File: config.mk
export PLATFORM = sky130hd
export DESIGN_NAME = regfield_cell
export DESIGN_NICKNAME = d
export VERILOG_FILES = /design/src/rtl/regfield_pkg.sv /design/src/rtl/regfield_rst.sv /design/src/rtl/regfield_flop.sv /design/src/rtl/regfield_next.sv /design/src/rtl/regfield_notify.sv /design/src/rtl/regfield_cell.sv
export SDC_FILE = /design/constraint.sdc
export NUM_CORES = 1
export LEC_CHECK = 0
export CAP_MARGIN = 0
export CORE_MARGIN = 2
export CORE_UTILIZATION = 31
export DETAILED_ROUTE_END_ITERATION = 7
export GPL_TIMING_DRIVEN = 0
export MAX_ROUTING_LAYER = met4
export PLACE_DENSITY = 0.83
export SLEW_MARGIN = 30
export SYNTH_ARGS = -nofsm -noshare
export SYNTH_HDL_FRONTEND = slang
export SYNTH_SLANG_ARGS = --single-unit
File: constraint.sdc
create_clock -name clk -period 1.15 [get_ports clk]
set_input_delay 0.23 -clock clk [delete_from_list [all_inputs] [get_ports clk]]
set_output_delay 0.23 -clock clk [all_outputs]
set_load 0.005 [all_outputs]
File: src/rtl/regfield_pkg.sv
package regfield_pkg;

  // Software-visible behaviour of the field
  typedef enum logic [3:0] {
    POL_RW,
    POL_RW1C,
    POL_RW1S,
    POL_RO,
    POL_ROC,
    POL_ROLH,
    POL_ROLL,
    POL_WO,
    POL_WOSC
  } acc_policy_e;

  // Reset flavour of the storage flops
  typedef enum logic [1:0] {
    RST_SYNC_HI,
    RST_SYNC_LO,
    RST_ASYNC_HI,
    RST_ASYNC_LO
  } rst_style_e;

  function automatic bit policy_reads_zero(acc_policy_e p);
    return (p == POL_WO) || (p == POL_WOSC);
  endfunction

  function automatic bit style_is_async(rst_style_e s);
    return (s == RST_ASYNC_HI) || (s == RST_ASYNC_LO);
  endfunction

endpackage

File: src/rtl/regfield_rst.sv
module regfield_rst #(
  parameter regfield_pkg::rst_style_e STYLE = regfield_pkg::RST_ASYNC_LO
) (
  input  logic clk,
  input  logic rst_in,
  output logic arst_n,
  output logic srst
);
  localparam bit IS_ASYNC = regfield_pkg::style_is_async(STYLE);

  generate
    if (IS_ASYNC) begin : g_async
      logic       raw_n;
      logic [1:0] rel_q;
      assign raw_n = (STYLE == regfield_pkg::RST_ASYNC_LO) ? rst_in : ~rst_in;
      // assert at once, release after two edges
      always_ff @(posedge clk or negedge raw_n) begin
        if (!raw_n) rel_q <= 2'b00;
        else        rel_q <= {rel_q[0], 1'b1};
      end
      assign arst_n = rel_q[1];
      assign srst   = 1'b0;
    end else begin : g_sync
      assign arst_n = 1'b1;
      assign srst   = (STYLE == regfield_pkg::RST_SYNC_HI) ? rst_in : ~rst_in;
    end
  endgenerate
endmodule

File: src/rtl/regfield_flop.sv
module regfield_flop #(
  parameter int unsigned      WIDTH   = 8,
  parameter logic [WIDTH-1:0] RST_VAL = '0
) (
  input  logic             clk,
  input  logic             arst_n,
  input  logic             srst,
  input  logic             en,
  input  logic [WIDTH-1:0] d,
  output logic [WIDTH-1:0] q
);
  always_ff @(posedge clk or negedge arst_n) begin
    if (!arst_n)   q <= RST_VAL;
    else if (srst) q <= RST_VAL;
    else if (en)   q <= d;
  end
endmodule

File: src/rtl/regfield_next.sv
module regfield_next #(
  parameter int unsigned              WIDTH  = 8,
  parameter regfield_pkg::acc_policy_e POLICY = regfield_pkg::POL_RW
) (
  input  logic [WIDTH-1:0] cur,
  input  logic             sw_we,
  input  logic [WIDTH-1:0] sw_wdata,
  input  logic             sw_re,
  input  logic [WIDTH-1:0] hw_din,
  input  logic             do_clr,
  input  logic             do_set,
  input  logic             do_cap,
  output logic [WIDTH-1:0] nxt
);
  import regfield_pkg::*;

  logic             sw_hit;
  logic [WIDTH-1:0] sw_val;
  logic             cap_ok;
  logic [WIDTH-1:0] cap_val;
  logic [WIDTH-1:0] hold_val;

  // software effect and capture rule per policy
  always_comb begin
    sw_hit   = 1'b0;
    sw_val   = cur;
    cap_ok   = 1'b1;
    cap_val  = hw_din;
    hold_val = cur;
    case (POLICY)
      POL_RW, POL_WO: begin
        sw_hit = sw_we;
        sw_val = sw_wdata;
      end
      POL_RW1C: begin
        sw_hit = sw_we;
        sw_val = cur & ~sw_wdata;
      end
      POL_RW1S: begin
        sw_hit = sw_we;
        sw_val = cur | sw_wdata;
      end
      POL_ROC: begin
        sw_hit = sw_re;
        sw_val = '0;
      end
      POL_ROLH: begin
        sw_hit  = sw_re;
        sw_val  = '0;
        cap_val = cur | hw_din;
      end
      POL_ROLL: begin
        sw_hit  = sw_re;
        sw_val  = '1;
        cap_val = cur & hw_din;
      end
      POL_WOSC: begin
        sw_hit   = sw_we;
        sw_val   = sw_wdata;
        cap_ok   = 1'b0;
        hold_val = '0;
      end
      default: begin
        sw_hit = 1'b0;
      end
    endcase
  end

  // priority: clear, set, software, capture, hold
  always_comb begin
    if (do_clr)                nxt = '0;
    else if (do_set)           nxt = '1;
    else if (sw_hit)           nxt = sw_val;
    else if (do_cap && cap_ok) nxt = cap_val;
    else                       nxt = hold_val;
  end
endmodule

File: src/rtl/regfield_notify.sv
module regfield_notify #(
  parameter bit ENABLE = 1'b1
) (
  input  logic clk,
  input  logic arst_n,
  input  logic srst,
  input  logic bus_we,
  input  logic bus_re,
  output logic wr_pulse,
  output logic rd_pulse
);
  logic [1:0] strobe_d;
  logic [1:0] strobe_q;

  assign strobe_d = ENABLE ? {bus_we, bus_re} : 2'b00;

  regfield_flop #(.WIDTH(2), .RST_VAL(2'b00)) u_pulse (
    .clk   (clk),
    .arst_n(arst_n),
    .srst  (srst),
    .en    (1'b1),
    .d     (strobe_d),
    .q     (strobe_q)
  );

  assign wr_pulse = strobe_q[1];
  assign rd_pulse = strobe_q[0];
endmodule

File: src/rtl/regfield_cell.sv
module regfield_cell #(
  parameter int unsigned               WIDTH      = 8,
  parameter logic [WIDTH-1:0]          RESET_VAL  = '0,
  parameter regfield_pkg::acc_policy_e POLICY     = regfield_pkg::POL_RW,
  parameter regfield_pkg::rst_style_e  RST_STYLE  = regfield_pkg::RST_ASYNC_LO,
  parameter bit                        OPT_IN     = 1'b0,
  parameter bit                        OPT_EN     = 1'b0,
  parameter bit                        OPT_OUT    = 1'b1,
  parameter bit                        OPT_CLR    = 1'b0,
  parameter bit                        OPT_SET    = 1'b0,
  parameter bit                        OPT_LOCK   = 1'b0,
  parameter bit                        OPT_NOTIFY = 1'b0
) (
  input  logic             clk,
  input  logic             rst_in,
  input  logic             bus_we,
  input  logic [WIDTH-1:0] bus_wdata,
  input  logic             bus_re,
  output logic [WIDTH-1:0] bus_rdata,
  input  logic [WIDTH-1:0] hw_din,
  input  logic             hw_cap_en,
  input  logic             hw_clr,
  input  logic             hw_set,
  input  logic             hw_lock,
  output logic [WIDTH-1:0] hw_q,
  output logic             acc_wr_pulse,
  output logic             acc_rd_pulse
);
  // enable only means something together with the input option
  localparam bit CAP_GATED = OPT_IN && OPT_EN;
  localparam bit RD_ZERO   = regfield_pkg::policy_reads_zero(POLICY);

  logic             arst_n;
  logic             srst;
  logic             lock_eff;
  logic             clr_eff;
  logic             set_eff;
  logic             cap_eff;
  logic             upd_en;
  logic [WIDTH-1:0] cur_q;
  logic [WIDTH-1:0] nxt;

  regfield_rst #(.STYLE(RST_STYLE)) u_rst (
    .clk   (clk),
    .rst_in(rst_in),
    .arst_n(arst_n),
    .srst  (srst)
  );

  assign lock_eff = OPT_LOCK & hw_lock;
  assign clr_eff  = OPT_CLR & hw_clr;
  assign set_eff  = OPT_SET & hw_set;
  assign cap_eff  = OPT_IN & (CAP_GATED ? hw_cap_en : 1'b1);

  regfield_next #(.WIDTH(WIDTH), .POLICY(POLICY)) u_next (
    .cur     (cur_q),
    .sw_we   (bus_we),
    .sw_wdata(bus_wdata),
    .sw_re   (bus_re),
    .hw_din  (hw_din),
    .do_clr  (clr_eff),
    .do_set  (set_eff),
    .do_cap  (cap_eff),
    .nxt     (nxt)
  );

  // lock gates the clock enable of the storage
  assign upd_en = ~lock_eff;

  regfield_flop #(.WIDTH(WIDTH), .RST_VAL(RESET_VAL)) u_val (
    .clk   (clk),
    .arst_n(arst_n),
    .srst  (srst),
    .en    (upd_en),
    .d     (nxt),
    .q     (cur_q)
  );

  generate
    if (RD_ZERO) begin : g_rd_zero
      assign bus_rdata = '0;
    end else begin : g_rd_val
      assign bus_rdata = cur_q;
    end
    if (OPT_OUT) begin : g_out
      assign hw_q = cur_q;
    end else begin : g_no_out
      assign hw_q = '0;
    end
  endgenerate

  regfield_notify #(.ENABLE(OPT_NOTIFY)) u_notify (
    .clk     (clk),
    .arst_n  (arst_n),
    .srst    (srst),
    .bus_we  (bus_we),
    .bus_re  (bus_re),
    .wr_pulse(acc_wr_pulse),
    .rd_pulse(acc_rd_pulse)
  );
endmodule

---- Word-level counts from Yosys, hierarchy flattened ----
Index checks and enable logic that the tools add are counted.
storage, ports and cells
  bits in registers ....................... 10
  input port bits ......................... 24
  output and inout bits ................... 18
  logic and storage cells ................. 2

---- Depth between registers and ports, before layout ----
Gate-level depths: netlist of the first run.
  depth after elaboration ................. 0
  gate-level depth with buffers ........... 2
  depth with buffers taken out ............ 1

---- By module ----
A second synthesis of the first run with hierarchy kept.
unflattened totals
  cell total of the unflattened synthesis .. 77
  area, all modules ....................... 769.5 um^2
by module, submodules not included
  module                             instances  cells each  area each (um^2)
  regfield_flop at u_val             1          26          325.3
  regfield_next                      1          28          226.5
  regfield_flop at u_notify.u_pulse  1          6           77.6
  regfield_cell                      1          10          67.6
  regfield_rst                       1          5           65.1
  regfield_notify                    1          2           7.5

---- Worst setup path after synthesis of the first run ----
OpenSTA, ideal clock, no wires.
  kind .................................... in2reg
  from .................................... input port bus_we
  to ...................................... register u_val.q[0]
  library setup time ...................... 0.125 ns
  arrival time ............................ 0.647 ns
  required time ........................... 1.025 ns
  path slack .............................. 0.378 ns
  stages .................................. 2
  buffers on the path ..................... 1
  path through ............................ buf_6 mux2_4
RTL lines
  item                    line                 source
  start: declaration      regfield_cell.sv:16  input logic bus_we,
  end signal: assignment  regfield_flop.sv:13  if (!arst_n) q <= RST_VAL;
  end signal: assignment  regfield_flop.sv:14  else if (srst) q <= RST_VAL;
  end signal: assignment  regfield_flop.sv:15  else if (en) q <= d;
  end: declaration        regfield_flop.sv:10  output logic [WIDTH-1:0] q
No word-level cell between the ends.

---- Final worst setup path of the first run ----
  from .................................... register u_val.q[1]
  to ...................................... output port hw_q[1]
RTL lines
  item              line                 source
  end: declaration  regfield_cell.sv:25  output logic [WIDTH-1:0] hw_q,
No word-level cell between the ends.

==> results of run 1 <==
[final timing paths]
check / start / end / depth (start not counted)
worst max-delay path: u_val.q[1] / hw_q[1] / 2
worst min-delay path: u_rst.g_async.rel_q[1] / u_val.q[0] / 0
worst max register to register: u_val.q[7] / u_val.q[7] / 3
worst min register to register: u_rst.g_async.rel_q[1] / u_val.q[0] / 0
max in group asynchronous: u_rst.g_async.rel_q[1] / u_val.q[5] / 0
min in group clk: bus_we / u_val.q[6] / 2
[state kept, by name, indices dropped and copies added, names as in the netlist]
name,flops
u_rst.g_async.rel_q,2
u_val.q,8
[logic make-up after synthesis]
group,share of synthesized area (%)
other,1.62
buffers and inverters,18.6
DFF,53.9
muxes,25.9
[layout by cell type (no fill, tap or decap)]
cell / n
buf_6: 9
clkdlybuf4s15_1: 7
clkdlybuf4s50_1: 9
buf_4: 7
buf_2: 4
dfrtp_1: 10
conb_1: 3
clkbuf_2: 1
mux2_4: 8
clkbuf_4: 3
[metrics by stage]
step           hold slack (ps)  cell area, sq um  cells  setup slack, ps  total power, mW
6_report                   126               762     76             41.3            0.879
5_1_grt                    124               762     76            -8.84            0.946
4_1_cts                    131               773     80            -65.6            0.903
3_5_place_dp               145               737     72            -30.6            0.675
3_3_place_gp               142               737     72            -22.7            0.670
2_1_floorplan            -65.6               468     32              378            0.523
[timing repair]
item,in CTS,in global routing
resized for setup,47,9
pin swaps,0,0
buffers inserted,6,2
endpoints found under the setup margin,16,11
[power by group]
group	internal, mW	leakage [nW]	switching (mW)
clock	0.120	0.0138	0.102
sequential	0.384	0.117	0.0275
combinational	0.185	0.252	0.0608
total	0.689	0.383	0.190
[area by class of cell]
cell class / count / area (sq um)
fill: 133 / 588
timing repair buffer: 32 / 290
sequential: 10 / 250
multi-input combinational: 11 / 131
buffer: 5 / 48.8
clock buffer: 3 / 22.5
tap: 15 / 18.8
[routing by layer]
metal / GRT usage (%) / routed length, um / up-vias
met4: 1.88 / 6 / 0
met5: - / 0 / -
met1: 12.6 / 324 / 144
met2: 18.2 / 412 / 17
li1: - / - / 147
met3: 6.38 / 76 / 2
==> impl_metrics.yaml, run 1 <==
floorplan:
  fp.dieW_um: 42.7
  ios: 42
  start_util_pct: 34.4
  die_h_um: 42.7
  rows: 13
  core-area_sq_mm: 0.00135
  dieArea_sq_mm: 0.00182
power:
  power.density_mw_per_mm2: 1150
  p_leak_nw: 0.383
  vdd_drop_max_mv: 0.883
drt:
  wl_um: 820
  route.detailed.drc: 0
  num_vias: 310
  route.antenna.remaining_nets: 0
  vias_per_cell: 4.08
  drtPass1Iterations: 1
  drt-initial-drc-count: 0
  wire_per_inst_um: 10.8
cells_and_area:
  n_antenna_cell: 0
  area_growth_pct: 64.2
  nNetsFinal: 87
  finish.utilization_pct: 56.4
  drive_gt1_share_pct: 52.5
clock_tree:
  cts_max_path_buffers: 2
  cts_sinks: 10
  clock_latency_ps: 250
  cts_tree: "yes"
  path_clk_slew_ps: 60
  cts_root_buffer: "clkbuf_4"
  numCtsBuffers: 3
  htreeDepth: 1
  hold_buffers: 0
worst_setup_path:
  cpPeakStageDelay_ps: 400
  critical_path.most_common_cell: "buf_6"
  path_max_fanout: 3
  crit_slowest_cell: "dfrtp_1"
  critPathRequiredTime_ps: 920
  r2r_slack_ps: 160
  cp_num_buf_inv: 2
  crit_type: "flop to output port"
  end_kind: "output port"
  arrival_ps: 880
  start_kind: "flop"
  crit_family: "flip-flops"
  path_cells: "buf_6 > buf_6"
worst_hold_path:
  hp-class: "flop to async pin"
flow_run:
  drv_cap: 0
synthesis:
  yosysSeqAreaShare_pct: 53.9
  synth_top_area_share_pct: 53.9
  syn_area_sq_um: 464
  avgSynthCellArea_sq_um: 15.0
  synthCells: 31
  synth_commonest_cells: "10 x buf_4, 10 x dfrtp_1, 8 x mux2_4"
  yosys-top-cells-area: "dfrtp_1 54%, mux2_4 26%, buf_4 16%, buf_6 2.4%, conb_1 1.6%"
  async_flop_share_pct: 100
  yosys.cell_types.count: 5
  yosys_warnings: 0
  ys_seq_elements: 10
  yosysTopAreaCell: "dfrtp_1"
  synth_edf_count: 0
  synth_flop_cell: "dfrtp_1"
sta:
  hold_viol_final: 0
  fmax_mhz: 902
  rsz0062_at_grt: "true"
  skew_ps: 5.11
  fin_crit_sh_pct: 96.4
  setup_tns_ps: 0
  fin_crit_ps: 1110
  slew_viol_final: 0
  setup_viol: 0
grt:
  gr-total-overflow: 0
  grt_pass1_vias: 340
  grt_max_degree: 9
  grt_pass1_wl_mm: 1.46
  antenna_found_initial: 0
  grt_usage_pct: 11.4
place:
  routabilityCongestion: 0.619
  port_buffers: 25
  dp_hpwl_um: 631
outcome:
  outcome: "completed"
(Power assumes the default switching activity.)
==> run 2, diff against run 1 <==
CAP_MARGIN = unset   (was 0)
CELL_PAD_IN_SITES_DETAIL_PLACEMENT = 1   (was unset)
CELL_PAD_IN_SITES_GLOBAL_PLACEMENT = 1   (was unset)
CORE_ASPECT_RATIO = 1.4   (was unset)
CORE_UTILIZATION = 24   (was 31)
CTS_BUF_LIST = sky130_fd_sc_hd__clkbuf_4 sky130_fd_sc_hd__clkbuf_8   (was unset)
PLACE_DENSITY = 0.88   (was 0.83)
==> run 2 against run 1 <==
Flip-flop and latch count unchanged. Wire length rose by 19%. Highest routed layer is now met3. Non-clock buffer count is the same. Worst setup slack lost 9.9 ps. Critical path depth stayed put. Critical endpoint is now hw_q[4].
==> impl_metrics.yaml, run 2 (synthesis gave the netlist of run 1 again) <==
outcome:
  outcome: "completed"
cells_and_area:
  n_antenna_cell: 0
  final_common_cell: "dfrtp_1"
  area_growth_pct: 60.1
  largest_reg_flops: 8
  nNetsFinal: 87
  top_register: "u_val.q"
  top_regs: "u_val.q (8), u_rst.g_async.rel_q (2)"
  regArea_sq_um: 250
  multi_input_area_sq_um: 131
  nFillCells: 210
  drive_gt1_share_pct: 54.1
  final_area_sq_um: 743
  final_cell_mix: "10 x dfrtp_1, 9 x buf_4, 9 x clkdlybuf4s50_1, 8 x mux2_4"
grt:
  use_met2_pct: 18.1
  busiest_layer: "met2"
  grt_pass1_wl_mm: 1.55
  grt_usage_pct: 10.1
  grt_use_met1_pct: 9.00
  antenna_found_initial: 0
  grtUsageMet3_pct: 4.00
  gr-total-overflow: 0
  grt_max_degree: 9
  grt_pass1_vias: 369
worst_setup_path:
  crit_slowest_cell: "dfrtp_1"
  critPathRequiredTime_ps: 920
  end_kind: "output port"
  path_cells: "buf_6 > buf_6"
  path_max_fanout: 3
  rr_worst_depth: 3
  cpPeakStageDelay_ps: 410
  crit_type: "flop to output port"
  arrival_ps: 890
  critical_path.most_common_cell: "buf_6"
  crit_start: "u_val.q[4]"
  worstReg2RegStart: "u_val.q[7]"
  start_kind: "flop"
place:
  dpl_cell_area_sq_um: 743
  dp_hpwl_um: 775
  routabilityCongestion: 0.554
  port_buffers: 25
drt:
  vias_per_cell: 4.06
  wl_um: 977
  wire_per_inst_um: 12.1
  route.detailed.drc: 0
  route.antenna.remaining_nets: 0
  num_vias: 329
  drtPass1Iterations: 1
  drt-initial-drc-count: 0
flow_run:
  drv_cap: 0
floorplan:
  fp.dieW_um: 41.2
  rows: 18
  ios: 42
  die_h_um: 56.0
  start_util_pct: 25.8
  core-area_sq_mm: 0.00180
  dieArea_sq_mm: 0.00231
clock_tree:
  numCtsBuffers: 3
  cts_tree: "yes"
  clock_latency_ps: 260
  htreeDepth: 1
  cts_sinks: 10
  cts_max_path_buffers: 2
  cts_root_buffer: "clkbuf_4"
  path_clk_slew_ps: 60
sta:
  fmax_mhz: 894
  hold_viol_final: 0
  skew_ps: 3.48
  fin_crit_ps: 1120
  rsz0062_at_grt: "true"
  fin_crit_sh_pct: 97.3
  slew_viol_final: 0
  fin_hold_ws_ps: 128
  setup_viol: 0
  setup_tns_ps: 0
power:
  vdd_drop_max_mv: 0.655
  p_leak_nw: 0.376
  finalPower_uw: 877
  power.density_mw_per_mm2: 1180
worst_hold_path:
  hp-class: "input pin to async pin"
-- run 2: cell types whose count changed in the layout (fill, tap and decap cells not counted), sizes merged --
cell / before / now
clkbuf: 4 / 5
clkdlybuf4s15: 7 / 6
-- run 2: through the flow --
step	worst slack (ps)	cells	util [%]
2_1_floorplan	378	32	-
3_3_place_gp	-38.0	77	41.3
6_report	31.4	81	41.3
3_5_place_dp	-53.0	77	41.3
5_1_grt	-13.0	81	41.3
4_1_cts	-5.89	83	41.6
-- run 2: routing by layer --
metal	part of all wire [%]	wire length (um)
met2	60	582
met5	0	0
met4	0	0
met1	30	292
met3	11	103
-- run 2: worst paths after layout --
| kind | to | slack [ps] |
|---|---|---|
| max | hw_q[4] | 30 |
| min | u_rst.g_async.rel_q[0] | 130 |
| max reg2reg | u_val.q[7] | 120 |
| min reg2reg | u_val.q[2] | 140 |
| max in group asynchronous | u_val.q[7] | 760 |
| min in group clk | u_val.q[4] | 300 |
-- run 2: cell type report --
class                           instances  share of cell area (%)
Multi-Input combinational cell         11                    17.7
Tap cell                               20                    3.37
Clock buffer                            3                    3.03
Sequential cell                        10                    33.7
Buffer                                  5                    6.57
Timing Repair Buffer                   32                    35.7
-- run 2: critical path, delay by kind of cell (launching register included) --
kind                   cells  cell delay [ps]
flip-flops                 1              410
buffers and inverters      2              230
-- run 2: repair_timing --
| action | CTS | global route |
|---|---|---|
| gates resized for setup | 45 | 7 |
| buffers inserted | 3 | 4 |
| endpoints found under the setup margin | 16 | 11 |
| hold buffers | 0 | 0 |
| gates cloned | 0 | 0 |
-- run 2: power breakdown --
group / leakage (nW) / total [mW] / switching (mW) / internal (mW)
logic: 0.245 / 0.233 / 0.0614 / 0.171
registers: 0.117 / 0.412 / 0.0285 / 0.384
clock network: 0.0138 / 0.232 / 0.112 / 0.120
total: 0.376 / 0.877 / 0.202 / 0.675
